===== src/rtl/fsc_pkg.sv =====
package fsc_pkg;

  typedef enum logic [1:0] {
    OP_NONE = 2'd0,
    OP_PROG = 2'd1,
    OP_SECT = 2'd2,
    OP_CHIP = 2'd3
  } opKind_t;

  typedef enum logic [1:0] {
    WR_DATA = 2'd0,
    WR_ZERO = 2'd1,
    WR_ONES = 2'd2
  } wrSel_t;

  typedef enum logic [2:0] {
    ST_IDLE,
    ST_CHECK,
    ST_PROG,
    ST_PRE,
    ST_ERASE,
    ST_NEXT
  } ctlState_t;

  // strobes from control to datapath
  typedef struct packed {
    logic   ldReq;
    logic   pickSect;
    logic   dropSect;
    logic   clrCnt;
    logic   stepCnt;
    logic   nextWord;
    logic   restartWord;
    logic   doWrite;
    wrSel_t wrSel;
    logic   busy;
    logic   eraseMode;
    logic   ownArray;
  } dpCtl_t;

endpackage


===== src/rtl/fsc_sector_map.sv =====
module fsc_sector_map #(
  parameter int NBOOT    = 8,
  parameter int BOOT_W   = 4096,
  parameter int NBIG     = 63,
  parameter int BIG_W    = 32768,
  parameter bit TOP_BOOT = 1'b0,
  parameter int AW       = 21,
  parameter int NSECT    = 71,
  parameter int SW       = 7
) (
  input  logic [AW-1:0]    addrIn,
  input  logic [SW-1:0]    sectIn,
  output logic [SW-1:0]    sectOut,
  output logic [AW-1:0]    baseOut,
  output logic [AW-1:0]    lastOut,
  output logic [NSECT-1:0] guardMask
);
  localparam int BOOT_SH   = $clog2(BOOT_W);
  localparam int BIG_SH    = $clog2(BIG_W);
  localparam int BOOT_SPAN = NBOOT * BOOT_W;
  localparam int BIG_SPAN  = NBIG * BIG_W;

  generate
    if (TOP_BOOT) begin : g_top
      always_comb begin
        int a;
        int s;
        a = int'(addrIn);
        s = int'(sectIn);
        if (a < BIG_SPAN) sectOut = SW'(a >> BIG_SH);
        else              sectOut = SW'(NBIG + ((a - BIG_SPAN) >> BOOT_SH));
        if (s < NBIG) begin
          baseOut = AW'(s << BIG_SH);
          lastOut = AW'(BIG_W - 1);
        end else begin
          baseOut = AW'(BIG_SPAN + ((s - NBIG) << BOOT_SH));
          lastOut = AW'(BOOT_W - 1);
        end
      end
      assign guardMask = {2'b11, {(NSECT-2){1'b0}}};
    end else begin : g_bottom
      always_comb begin
        int a;
        int s;
        a = int'(addrIn);
        s = int'(sectIn);
        if (a < BOOT_SPAN) sectOut = SW'(a >> BOOT_SH);
        else               sectOut = SW'(NBOOT + ((a - BOOT_SPAN) >> BIG_SH));
        if (s < NBOOT) begin
          baseOut = AW'(s << BOOT_SH);
          lastOut = AW'(BOOT_W - 1);
        end else begin
          baseOut = AW'(BOOT_SPAN + ((s - NBOOT) << BIG_SH));
          lastOut = AW'(BIG_W - 1);
        end
      end
      assign guardMask = {{(NSECT-2){1'b0}}, 2'b11};
    end
  endgenerate

endmodule


===== src/rtl/fsc_datapath.sv =====
module fsc_datapath
  import fsc_pkg::*;
#(
  parameter int NBOOT     = 8,
  parameter int BOOT_W    = 4096,
  parameter int NBIG      = 63,
  parameter int BIG_W     = 32768,
  parameter bit TOP_BOOT  = 1'b0,
  parameter int PROG_CYC  = 8,
  parameter int ERASE_CYC = 4,
  parameter int AW        = 21,
  parameter int NSECT     = 71,
  parameter int SW        = 7
) (
  input  logic             clk,
  input  logic             rstN,
  input  dpCtl_t           ctl,
  input  logic [1:0]       reqKind,
  input  logic [AW-1:0]    reqAddr,
  input  logic [15:0]      reqData,
  input  logic [NSECT-1:0] sectSel,
  input  logic             wordMode,
  input  logic             wpIn,
  input  logic [NSECT-1:0] protBits,
  input  logic [AW-1:0]    hostAddr,
  input  logic             rdStrobe,
  input  logic [15:0]      arrRdata,
  output logic [AW-1:0]    arrAddr,
  output logic [15:0]      arrWdata,
  output logic             arrWe,
  output logic [15:0]      rdData,
  output logic             isProg,
  output logic             progOk,
  output logic             anyPend,
  output logic             moreSect,
  output logic             lastWord,
  output logic             cntDone
);
  localparam int CMAX = (PROG_CYC > ERASE_CYC) ? PROG_CYC : ERASE_CYC;
  localparam int CW   = $clog2(CMAX + 1);

  opKind_t          opReg;
  logic [AW-1:0]    addrReg;
  logic [15:0]      dataReg;
  logic             modeOk;
  logic [NSECT-1:0] allowReg;
  logic [NSECT-1:0] pendMask;
  logic [SW-1:0]    curSect;
  logic [AW-1:0]    wordOfs;
  logic [CW-1:0]    cycCnt;
  logic             togBit;

  logic [AW-1:0]    opAddr;
  logic [SW-1:0]    mapSect;
  logic [AW-1:0]    mapBase;
  logic [AW-1:0]    mapLast;
  logic [NSECT-1:0] guardMask;
  logic [SW-1:0]    lowSect;
  logic [NSECT-1:0] allowNow;
  logic [NSECT-1:0] curOneHot;
  logic             statBit7;

  fsc_sector_map #(
    .NBOOT(NBOOT), .BOOT_W(BOOT_W), .NBIG(NBIG), .BIG_W(BIG_W),
    .TOP_BOOT(TOP_BOOT), .AW(AW), .NSECT(NSECT), .SW(SW)
  ) u_map (
    .addrIn(opAddr), .sectIn(curSect), .sectOut(mapSect),
    .baseOut(mapBase), .lastOut(mapLast), .guardMask(guardMask)
  );

  // lowest pending sector is served first
  always_comb begin
    logic found;
    found   = 1'b0;
    lowSect = '0;
    for (int i = 0; i < NSECT; i++) begin
      if (!found && pendMask[i]) begin
        lowSect = SW'(i);
        found   = 1'b1;
      end
    end
  end

  assign allowNow  = ~(protBits | (wpIn ? guardMask : '0));
  assign curOneHot = NSECT'(1) << curSect;
  assign isProg    = (opReg == OP_PROG);
  assign opAddr    = isProg ? addrReg : (mapBase + wordOfs);
  assign arrAddr   = ctl.ownArray ? opAddr : hostAddr;
  assign arrWe     = ctl.doWrite;

  always_comb begin
    case (ctl.wrSel)
      WR_ZERO: arrWdata = 16'h0000;
      WR_ONES: arrWdata = 16'hFFFF;
      default: arrWdata = dataReg;
    endcase
  end

  assign progOk   = modeOk && allowReg[mapSect] && (arrRdata == 16'hFFFF);
  assign anyPend  = |pendMask;
  assign moreSect = |(pendMask & ~curOneHot);
  assign lastWord = (wordOfs == mapLast);
  assign cntDone  = (cycCnt == (ctl.eraseMode ? CW'(ERASE_CYC - 1) : CW'(PROG_CYC - 1)));

  assign statBit7 = isProg ? ~dataReg[7] : 1'b0;
  assign rdData   = ctl.busy ? {8'h00, statBit7, togBit, 6'b000000} : arrRdata;

  always_ff @(posedge clk or negedge rstN) begin
    if (!rstN) begin
      opReg    <= OP_NONE;
      addrReg  <= '0;
      dataReg  <= '0;
      modeOk   <= 1'b0;
      allowReg <= '0;
      pendMask <= '0;
      curSect  <= '0;
      wordOfs  <= '0;
      cycCnt   <= '0;
      togBit   <= 1'b0;
    end else begin
      if (ctl.ldReq) begin
        opReg    <= opKind_t'(reqKind);
        addrReg  <= reqAddr;
        dataReg  <= reqData;
        modeOk   <= wordMode;
        allowReg <= allowNow;
        pendMask <= ((reqKind == OP_CHIP) ? {NSECT{1'b1}} : sectSel) & allowNow;
      end
      if (ctl.dropSect) pendMask[curSect] <= 1'b0;

      if (ctl.pickSect) begin
        curSect <= lowSect;
        wordOfs <= '0;
      end else if (ctl.restartWord) begin
        wordOfs <= '0;
      end else if (ctl.nextWord) begin
        wordOfs <= wordOfs + 1'b1;
      end

      if (ctl.clrCnt)       cycCnt <= '0;
      else if (ctl.stepCnt) cycCnt <= cycCnt + 1'b1;

      if (ctl.busy && rdStrobe) togBit <= ~togBit;
    end
  end

  // every array write lands in a sector writable for this request
  p_write_allowed_r8: assert property (@(posedge clk) disable iff (!rstN)
    arrWe |-> allowReg[mapSect]);

  // erase walk never leaves the current sector
  p_ofs_in_sector_r7: assert property (@(posedge clk) disable iff (!rstN)
    (ctl.busy && !isProg) |-> (wordOfs <= mapLast));

  // toggle bit frozen when no operation runs
  p_tog_hold_idle_r2: assert property (@(posedge clk) disable iff (!rstN)
    !ctl.busy |=> $stable(togBit));

endmodule


===== src/rtl/fsc_ctrl.sv =====
module fsc_ctrl
  import fsc_pkg::*;
(
  input  logic       clk,
  input  logic       rstN,
  input  logic       reqValid,
  input  logic [1:0] reqKind,
  input  logic       isProg,
  input  logic       progOk,
  input  logic       anyPend,
  input  logic       moreSect,
  input  logic       lastWord,
  input  logic       cntDone,
  output dpCtl_t     ctl
);
  ctlState_t state;
  ctlState_t nxt;

  always_comb begin
    ctl = '0;
    nxt = state;
    case (state)
      ST_IDLE: begin
        if (reqValid && (reqKind != OP_NONE)) begin
          ctl.ldReq = 1'b1;
          nxt       = ST_CHECK;
        end
      end
      ST_CHECK: begin
        ctl.ownArray = 1'b1;
        if (isProg) begin
          if (progOk) begin
            ctl.clrCnt = 1'b1;
            nxt        = ST_PROG;
          end else begin
            nxt = ST_IDLE;
          end
        end else if (anyPend) begin
          ctl.pickSect = 1'b1;
          ctl.clrCnt   = 1'b1;
          nxt          = ST_PRE;
        end else begin
          nxt = ST_IDLE;
        end
      end
      ST_PROG: begin
        ctl.ownArray = 1'b1;
        ctl.busy     = 1'b1;
        ctl.stepCnt  = 1'b1;
        if (cntDone) begin
          ctl.doWrite = 1'b1;
          ctl.wrSel   = WR_DATA;
          nxt         = ST_IDLE;
        end
      end
      ST_PRE: begin
        ctl.ownArray = 1'b1;
        ctl.busy     = 1'b1;
        ctl.stepCnt  = 1'b1;
        if (cntDone) begin
          ctl.doWrite = 1'b1;
          ctl.wrSel   = WR_ZERO;
          ctl.clrCnt  = 1'b1;
          if (lastWord) begin
            ctl.restartWord = 1'b1;
            nxt             = ST_ERASE;
          end else begin
            ctl.nextWord = 1'b1;
          end
        end
      end
      ST_ERASE: begin
        ctl.ownArray  = 1'b1;
        ctl.busy      = 1'b1;
        ctl.eraseMode = 1'b1;
        ctl.stepCnt   = 1'b1;
        if (cntDone) begin
          ctl.doWrite = 1'b1;
          ctl.wrSel   = WR_ONES;
          ctl.clrCnt  = 1'b1;
          if (lastWord) begin
            ctl.dropSect = 1'b1;
            nxt          = moreSect ? ST_NEXT : ST_IDLE;
          end else begin
            ctl.nextWord = 1'b1;
          end
        end
      end
      ST_NEXT: begin
        ctl.ownArray = 1'b1;
        ctl.busy     = 1'b1;
        ctl.pickSect = 1'b1;
        ctl.clrCnt   = 1'b1;
        nxt          = ST_PRE;
      end
      default: nxt = ST_IDLE;
    endcase
  end

  always_ff @(posedge clk or negedge rstN) begin
    if (!rstN) state <= ST_IDLE;
    else       state <= nxt;
  end

  // busy only drops on the cycle after the final array write
  p_busy_ends_on_write_r3: assert property (@(posedge clk) disable iff (!rstN)
    $fell(ctl.busy) |-> $past(ctl.doWrite));

  // a refused program never turns busy
  p_reject_stays_ready_r9: assert property (@(posedge clk) disable iff (!rstN)
    (state == ST_CHECK && isProg && !progOk) |=> !ctl.busy);

  // an erase with nothing writable returns straight to idle
  p_empty_erase_idle_r11: assert property (@(posedge clk) disable iff (!rstN)
    (state == ST_CHECK && !isProg && !anyPend) |=> (state == ST_IDLE));

  // erase phase is only reached through the pre-program phase
  p_erase_after_pre_r6: assert property (@(posedge clk) disable iff (!rstN)
    (state == ST_ERASE) |-> ($past(state) == ST_ERASE || $past(state) == ST_PRE));

endmodule


===== src/rtl/flash_status_ctrl.sv =====
module flash_status_ctrl
  import fsc_pkg::*;
#(
  parameter int NBOOT     = 8,
  parameter int BOOT_W    = 4096,
  parameter int NBIG      = 63,
  parameter int BIG_W     = 32768,
  parameter bit TOP_BOOT  = 1'b0,
  parameter int PROG_CYC  = 8,
  parameter int ERASE_CYC = 4,
  localparam int NSECT    = NBOOT + NBIG,
  localparam int SW       = $clog2(NSECT),
  localparam int AW       = $clog2(NBOOT * BOOT_W + NBIG * BIG_W)
) (
  input  logic             clk,
  input  logic             rstN,
  input  logic             reqValid,
  input  logic [1:0]       reqKind,
  input  logic [AW-1:0]    reqAddr,
  input  logic [15:0]      reqData,
  input  logic [NSECT-1:0] sectSel,
  input  logic             wordMode,
  input  logic             wpIn,
  input  logic [NSECT-1:0] protBits,
  input  logic [AW-1:0]    hostAddr,
  input  logic             rdStrobe,
  output logic [15:0]      rdData,
  output logic             readyBusy,
  output logic [AW-1:0]    arrAddr,
  output logic [15:0]      arrWdata,
  output logic             arrWe,
  input  logic [15:0]      arrRdata
);
  dpCtl_t ctl;
  logic   isProg, progOk, anyPend, moreSect, lastWord, cntDone;

  fsc_ctrl u_ctrl (
    .clk(clk), .rstN(rstN), .reqValid(reqValid), .reqKind(reqKind),
    .isProg(isProg), .progOk(progOk), .anyPend(anyPend), .moreSect(moreSect),
    .lastWord(lastWord), .cntDone(cntDone), .ctl(ctl)
  );

  fsc_datapath #(
    .NBOOT(NBOOT), .BOOT_W(BOOT_W), .NBIG(NBIG), .BIG_W(BIG_W),
    .TOP_BOOT(TOP_BOOT), .PROG_CYC(PROG_CYC), .ERASE_CYC(ERASE_CYC),
    .AW(AW), .NSECT(NSECT), .SW(SW)
  ) u_dp (
    .clk(clk), .rstN(rstN), .ctl(ctl), .reqKind(reqKind), .reqAddr(reqAddr),
    .reqData(reqData), .sectSel(sectSel), .wordMode(wordMode), .wpIn(wpIn),
    .protBits(protBits), .hostAddr(hostAddr), .rdStrobe(rdStrobe),
    .arrRdata(arrRdata), .arrAddr(arrAddr), .arrWdata(arrWdata), .arrWe(arrWe),
    .rdData(rdData), .isProg(isProg), .progOk(progOk), .anyPend(anyPend),
    .moreSect(moreSect), .lastWord(lastWord), .cntDone(cntDone)
  );

  assign readyBusy = ~ctl.busy;

  // no array write while the pin reports ready
  p_write_while_busy_r3: assert property (@(posedge clk) disable iff (!rstN)
    arrWe |-> !readyBusy);

endmodule


===== config.mk =====
export PLATFORM = sky130hd
export DESIGN_NAME = flash_status_ctrl
export DESIGN_NICKNAME = d
export VERILOG_FILES = /design/src/rtl/fsc_pkg.sv /design/src/rtl/fsc_sector_map.sv /design/src/rtl/fsc_datapath.sv /design/src/rtl/fsc_ctrl.sv /design/src/rtl/flash_status_ctrl.sv
export SDC_FILE = /design/constraint.sdc
export NUM_CORES = 1
export LEC_CHECK = 0
export BUFFER_PORTS_ARGS = -buffer_cell sky130_fd_sc_hd__clkbuf_2
export CAP_MARGIN = 10
export CORE_ASPECT_RATIO = 0.6
export CORE_UTILIZATION = 56
export DETAILED_ROUTE_END_ITERATION = 10
export GPL_TIMING_DRIVEN = 0
export PLACE_DENSITY = 0.81
export SKIP_LAST_GASP = 1
export SYNTH_ARGS = -nofsm -noshare
export SYNTH_HDL_FRONTEND = slang
export SYNTH_SLANG_ARGS = --single-unit

===== constraint.sdc =====
create_clock -name clk -period 5.6 [get_ports clk]
set_input_delay 0.28 -clock clk [delete_from_list [all_inputs] [get_ports clk]]
set_output_delay 0.28 -clock clk [all_outputs]
set_load 0.02 [all_outputs]

# [After elaboration in Yosys (flattened, before gate mapping)]
# Cells that the tools add are included.
[classes] n_addsub=7 magnitude_cmp=5 eq_ne=18 n_shift=1 muxes=197 bitwise=10 reduce_logical=155
[op_table] cell="7-bit 2-to-1 mux" count=70
[op_table] cell="71-bit bitwise AND" count=3
[op_table] cell="71-bit 2-to-1 mux" count=3
[op_table] cell="71-bit NOT" count=3
[op_table] cell="71-bit OR reduction" count=2
[op_table] cell="21-bit 2-to-1 mux" count=6
[op_table] cell="1-bit 2-to-1 mux" count=90
[op_table] cell="1-bit logical AND" count=75
[op_table] cell="71-bit bitwise OR" count=1
[op_table] cell="1-bit by 7-bit << shifter with 71-bit output, first input constant" count=1
[op_table] cell="1-bit logical NOT" count=70
[op_table] cell="16-bit case mux with 2 select lines" count=1
[op_table] cell="3-bit 2-to-1 mux" count=10
[op_table] cell="21-bit by 16-bit subtractor with 22-bit output, second input constant" count=1
[op_table] cell="17-bit by 21-bit adder with 21-bit output, first input constant" count=1
[op_table] cell="21-bit by 1-bit adder with 21-bit output, second input constant" count=1
[op_table] cell="21-bit adder" count=1
[op_table] cell="21-bit by 15-bit == test with 1-bit output" count=1
[op_table] cell="21-bit by 16-bit < comparator with 1-bit output, second input constant" count=1
[op_table] cell="3-bit case mux with 6 select lines" count=1
[op_table] cell="16-bit == test, second input constant" count=1
[op_table] cell="7-bit by 8-bit < comparator with 1-bit output, second input constant" count=2
[op_table] cell="16-bit 2-to-1 mux" count=1
[op_table] cell="15-bit 2-to-1 mux" count=1
[op_table] cell="29 further kinds" count=46
[totals] register_bits=218 input_bits=224

# [Logic depth before layout (Yosys ltp)]
[depth] depth_word=211 depth_mapped=23 ltp_nobuf=22

# [Hierarchy]
# From an unflattened synthesis, not the netlist that was laid out.
[hier_totals] cells_unflattened=1886 hier_area_um2=15164.5
[by_module_without_submodules] mod="fsc_datapath" n_inst=1 cells_per_inst=1681 area_per_inst_um2=13651.8 seq_area_each_um2=5380.2
[by_module_without_submodules] mod="fsc_sector_map" n_inst=1 cells_per_inst=159 area_per_inst_um2=1172.4 seq_area_each_um2=0.0
[by_module_without_submodules] mod="fsc_ctrl" n_inst=1 cells_per_inst=45 area_per_inst_um2=336.6 seq_area_each_um2=75.1
[by_module_without_submodules] mod="flash_status_ctrl" n_inst=1 cells_per_inst=1 area_per_inst_um2=3.8 seq_area_each_um2=0.0

# [Worst setup path after synthesis]
# No wires, ideal clock.
[synth_timing] path_kind="register to register" startpoint="register u_dp.curSect[4]" endpoint="register u_ctrl.state[1]" setup_ps=127 t_arrival_ps=4844 t_required_ps=5473 path_slack_ps=629 path_stages_with_launch=20 n_path_buf=1 path_cell_list="dfrtp_1 > clkbuf_1 > inv_1 > ha_1 > nand2_1 > nor2_1 > ha_1 > fa_1 > a21oi_1 > o21ai_0 > xor2_1 > o31ai_1 > nand2_1 > xnor2_1 > inv_1 > ha_1 > a21boi_0 > or3b_2 > o2111a_1 > or2_2"
[synth_via] elab_chain_len=15
[synth_lines] item="start: declaration" line="fsc_datapath.sv:48" text="logic [SW-1:0] curSect;"
[synth_lines] item="start signal: assignment" line="fsc_datapath.sv:132" text="curSect <= lowSect;"
[synth_lines] item="6-bit by 4-bit subtractor with 6-bit output" line="fsc_sector_map.sv:53" text="baseOut = AW'(BOOT_SPAN + ((s - NBOOT) << BIG_SH));"
[synth_lines] item="17-bit by 21-bit adder with 21-bit output" line="fsc_sector_map.sv:53"
[synth_lines] item="21-bit 2-to-1 mux" line="fsc_sector_map.sv:49" text="if (s < NBOOT) begin"
[synth_lines] item="21-bit adder" line="fsc_datapath.sv:87" text="assign opAddr = isProg ? addrReg : (mapBase + wordOfs);"
[synth_lines] item="21-bit 2-to-1 mux" line="fsc_datapath.sv:87"
[synth_lines] item="21-bit by 16-bit subtractor with 22-bit output" line="fsc_sector_map.sv:48" text="else sectOut = SW'(NBOOT + ((a - BOOT_SPAN) >> BIG_SH));"
[synth_lines] item="4-bit by 7-bit adder with 7-bit output" line="fsc_sector_map.sv:48"
[synth_lines] item="7-bit 2-to-1 mux" line="fsc_sector_map.sv:47" text="if (a < BOOT_SPAN) sectOut = SW'(a >> BOOT_SH);"
[synth_lines] item="1-bit binary-select mux with 7-bit select" line="fsc_datapath.sv:99" text="assign progOk = modeOk && allowReg[mapSect] && (arrRdata == 16'hFFFF);"
[synth_lines] item="1-bit 2-to-1 mux (not written as such)" line="fsc_datapath.sv:99"
[synth_lines] item="1-bit logical AND (2 in series)" line="fsc_datapath.sv:99"
[synth_lines] item="2-bit 2-to-1 mux" line="fsc_ctrl.sv:32" text="if (progOk) begin"
[synth_lines] item="2-bit 2-to-1 mux" line="fsc_ctrl.sv:31" text="if (isProg) begin"
[synth_lines] item="3-bit case mux with 6 select lines" line="fsc_ctrl.sv:22" text="case (state)"
[synth_lines] item="end signal: assignment" line="fsc_ctrl.sv:102" text="else state <= nxt;"
[synth_lines] item="end: declaration" line="fsc_ctrl.sv:16" text="ctlState_t state;"
# Several ways; a longest one is shown, not always the timed one. The select of a mux whose other input is x is not followed.
# A chain may end at the register's enable or synchronous reset.

# [Worst setup path after layout]
[layout_timing] startpoint="register u_dp.curSect[2]" endpoint="register u_dp.cycCnt[0]"
[layout_via] elab_chain_len=16
[layout_lines] item="6-bit by 4-bit subtractor with 6-bit output" line="fsc_sector_map.sv:53"
[layout_lines] item="17-bit by 21-bit adder with 21-bit output" line="fsc_sector_map.sv:53"
[layout_lines] item="21-bit 2-to-1 mux *" line="fsc_sector_map.sv:49"
[layout_lines] item="21-bit adder *" line="fsc_datapath.sv:87"
[layout_lines] item="21-bit 2-to-1 mux *" line="fsc_datapath.sv:87"
[layout_lines] item="21-bit by 16-bit subtractor with 22-bit output" line="fsc_sector_map.sv:48"
[layout_lines] item="4-bit by 7-bit adder with 7-bit output" line="fsc_sector_map.sv:48"
[layout_lines] item="7-bit 2-to-1 mux *" line="fsc_sector_map.sv:47"
[layout_lines] item="1-bit binary-select mux with 7-bit select *" line="fsc_datapath.sv:99"
[layout_lines] item="1-bit 2-to-1 mux (not written as such) *" line="fsc_datapath.sv:99"
[layout_lines] item="1-bit logical AND * (2 in series)" line="fsc_datapath.sv:99"
[layout_lines] item="1-bit 2-to-1 mux *" line="fsc_ctrl.sv:32"
[layout_lines] item="1-bit 2-to-1 mux *" line="fsc_ctrl.sv:31"
[layout_lines] item="1-bit case mux with 4 select lines *" line="fsc_ctrl.sv:22"
[layout_lines] item="4-bit 2-to-1 mux or 2-bit nonzero test (tied branches)"
[layout_lines] item="end signal: assignment" line="fsc_datapath.sv:141" text="else if (ctl.stepCnt) cycCnt <= cycCnt + 1'b1;"
[layout_lines] item="end: declaration" line="fsc_datapath.sv:50" text="logic [CW-1:0] cycCnt;"
# Mark *: on every way between the ends. The rest lies on a longest branch, timed or not. The select of a mux whose other input is x is not followed.

==> flow_summary.json <==
{
  "design.die.area_sq_um": 24700,
  "cp.required_ns": 6.03,
  "outcome": "finished clean",
  "num-nets-final": 2301,
  "post-route-min-period_ns": 5.53,
  "timing.rr.start": "u_dp.curSect[2]",
  "grt_usage": 0.515,
  "numCtsBuffers": 22,
  "cap_violations": 0,
  "die_h_microns": 122,
  "layout_setup_ws_ns": 0.0691,
  "synth_edf_count": 0,
  "synthArstFlopShare": 1.00,
  "layout_commonest_cell": "clkbuf_2",
  "yosys_warnings": 0,
  "place_ws_ns": -0.845,
  "powerDensity_nw_per_um2": 594,
  "drv_slew": 0,
  "fin_skew_ns": 0.0233,
  "crit_path_top_delay_cell": "nor3_2",
  "die_w_microns": 202,
  "drive_above_1_share": 0.224,
  "drtIter0Drc": 2719,
  "critPathLaunchType": "flop",
  "routed_wl_mm": 64.4,
  "worst_hold_path_type": "input port to flop",
  "drtAntennaViolNets": 0,
  "synth_top_area_frac": 0.406,
  "endpoint_kind": "flop",
  "rrSetupSlack_ns": 0.07,
  "cp_data_arrival_time_ns": 5.96,
  "hpwl_mm": 45.3,
  "synth-seq-cells": 218,
  "synth.area.top_cells": "dfrtp_1, o21ai_0, a21oi_1",
  "grt_overflow_total": 0,
  "min_period_over_period": 0.988,
  "drc": 0,
  "vias": 16521,
  "clock_latency_ns": 0.55,
  "ctsLongestPathBuffers": 3,
  "syn-num-nets": 1877,
  "worstHoldStart": "reqAddr[6]",
  "synthFlopType": "dfrtp_1",
  "netlist_area_sq_um": 13500,
  "leakage_nw": 7.53,
  "crit_start": "u_dp.curSect[2]",
  "setup_viol": 0,
  "clock-sinks": 218,
  "initial_utilization": 0.576,
  "final_cell_mix": "clkbuf_2, o21ai_0, nor2_1",
  "drt_first_pass_iters": 9,
  "synth_top_area_cell": "dfrtp_1",
  "hold_depth": 2,
  "slowest_delay_ns": 0.60,
  "reg2reg_depth": 20,
  "antenna_found_initial": 8,
  "avgSynthCellArea_sq_um": 8.26,
  "io_pins": 279,
  "grt_pass1_vias": 15458,
  "n_fill_cell": 1607,
  "rows": 43,
  "grt_start_max_net_pins": 120,
  "seq_area_sq_um": 5460,
  "hold_viol_final": 0,
  "ir_worst_vdd_mv": 0.391,
  "path_max_fanout": 13,
  "hold-path-endpoint": "u_dp.addrReg[6]",
  "vias_per_cell": 6.93,
  "ys_seq_area_frac": 0.406,
  "cts_tree": "built",
  "place_congestion": 1.10,
  "cts-root-buf": "clkbuf_16",
  "clkTransAtPathRegs_ns": 0.07,
  "core_area_sq_um": 23300,
  "yosysUniqueCellTypes": 90,
  "hold_slack_ns": 0.0113,
  "max_freq_ghz": 0.181,
  "multiInputGateArea_sq_um": 7670,
  "area_growth_pct": 29.8,
  "port-buffer-count": 278,
  "rr_endpoint": "u_dp.cycCnt[0]",
  "crit_type": "flop to flop",
  "syn-instance-count": 1628,
  "worstMarginPinSlew_ns": 1.16,
  "slew_headroom": 0.220,
  "wire_per_inst_microns": 27.0,
  "grt_pass1_wl_mm": 94.0,
  "crit_chain": "inv_1, nor3_2, buf_6, xnor2_1, nor2_1, ha_1, nor2_1, mux2i_1, a21oi_1, a211oi_4, and3_1, buf_4, nand3_1, buf_4, a211oi_4, nand3_1, a41oi_1, nand4_1, o2111a_2, nor4_2",
  "ctsHtreeMaxLevel": 1
}
[layout make-up]
| type | instances | area share |
|---|---|---|
| Clock inverter | 11 | 0.00989 |
| Buffer | 90 | 0.0229 |
| Timing Repair Buffer | 402 | 0.151 |
| Clock buffer | 26 | 0.0335 |
| Multi-Input combinational cell | 1287 | 0.439 |
| Antenna cell | 3 | 0.000430 |
| Tap cell | 315 | 0.0226 |
| Sequential cell | 218 | 0.313 |
| Inverter | 31 | 0.00710 |
[report_power, final]
group | switching [W] | internal, W
registers | 0.00101 | 0.00228
clock network | 0.000722 | 0.000898
logic | 0.00342 | 0.00202
total | 0.00516 | 0.00521
[stage by stage]
| stage | TNS, ns | utilization | area [sq um] | instances | total power (W) |
|---|---|---|---|---|---|
| floorplan | 0 | - | 13500 | 1628 | 0.00607 |
| CTS | 0 | 0.742 | 17300 | 2373 | 0.00971 |
| finish | 0 | 0.748 | 17500 | 2383 | 0.0104 |
| global placement | -5.83 | 0.653 | 15200 | 2221 | 0.00777 |
| global route | -0.00324 | 0.747 | 17400 | 2381 | 0.0107 |
| detailed placement | -4.04 | 0.659 | 15400 | 2229 | 0.00791 |
[what timing repair did]
action,in CTS,in global routing
gates resized for setup,15,21
endpoints found under the setup margin,5,5
endpoints found under the hold margin,204,0
pin swaps,3,1
hold buffers,106,0
setup buffers,3,7
[flip-flops by register name, indices dropped and copies added (netlist names)]
name / cells
u_dp.cycCnt: 4
u_dp.opReg: 2
u_dp.wordOfs: 21
u_ctrl.state: 3
u_dp.dataReg: 16
u_dp.addrReg: 21
u_dp.togBit: 1
u_dp.curSect: 7
u_dp.modeOk: 1
u_dp.pendMask: 71
u_dp.allowReg: 71
[logic make-up after synthesis]
family                     count (synthesis)  share of synthesized area
AOI/OAI and AO/OA                        522                      0.222
xor gates and xnor gates                  34                     0.0221
adders and majority gates                 25                     0.0238
buffers and inverters                    123                     0.0381
DFF                                      218                      0.406
muxes                                     80                     0.0686
and+or+nand+nor                          626                      0.220
[cell usage after synthesis (4+ instances only)]
library cell,instances
o21a_1,7
a41oi_1,4
o32ai_1,8
o22ai_1,8
o21ai_0,238
nor2b_1,6
a21boi_0,5
nand2_1,148
nor2_1,233
o211ai_1,5
or3_1,6
xnor2_1,17
a31oi_1,6
nor4_1,35
and3_1,11
a21oi_1,175
or2_2,6
mux2_2,46
clkbuf_1,70
nand2b_1,8
mux2i_1,28
nor3_1,38
nand4_1,41
inv_1,29
a211oi_1,4
buf_1,6
ha_1,24
mux4_2,4
dfrtp_1,218
buf_2,10
xor2_1,17
and2_1,26
o31ai_1,11
nand3_1,34
a311oi_1,4
nor3b_1,4
[routing by layer]
| layer | global-route usage | part of all wire |
|---|---|---|
| met1 | 0.682 | 0.37 |
| met2 | 0.708 | 0.39 |
| met3 | 0.279 | 0.19 |
| met4 | 0.176 | 0.047 |
| met5 | 0.0159 | 0.00065 |
[how the worst max path moves through the flow]
stage          depth (start not counted)              end
2_1_floorplan                         19  u_ctrl.state[1]
3_3_place_gp                          18  u_ctrl.state[1]
3_5_place_dp                          21  u_ctrl.state[1]
4_1_cts                               20  u_ctrl.state[1]
5_1_grt                               20   u_dp.cycCnt[2]
6_report                              20   u_dp.cycCnt[0]
[worst max-delay path, delay by kind of cell, from the launching register on]
| kind | cells | cell delay (ns) |
|---|---|---|
| and+or+nand+nor | 8 | 1.87 |
| DFF | 1 | 0.51 |
| AOI/OAI and AO/OA | 5 | 1.33 |
| muxes | 1 | 0.13 |
| xor gates and xnor gates | 1 | 0.12 |
| buffers and inverters | 4 | 1.07 |
| adders and majority gates | 1 | 0.36 |
No activity file was read; power rests on OpenSTA's default activity.
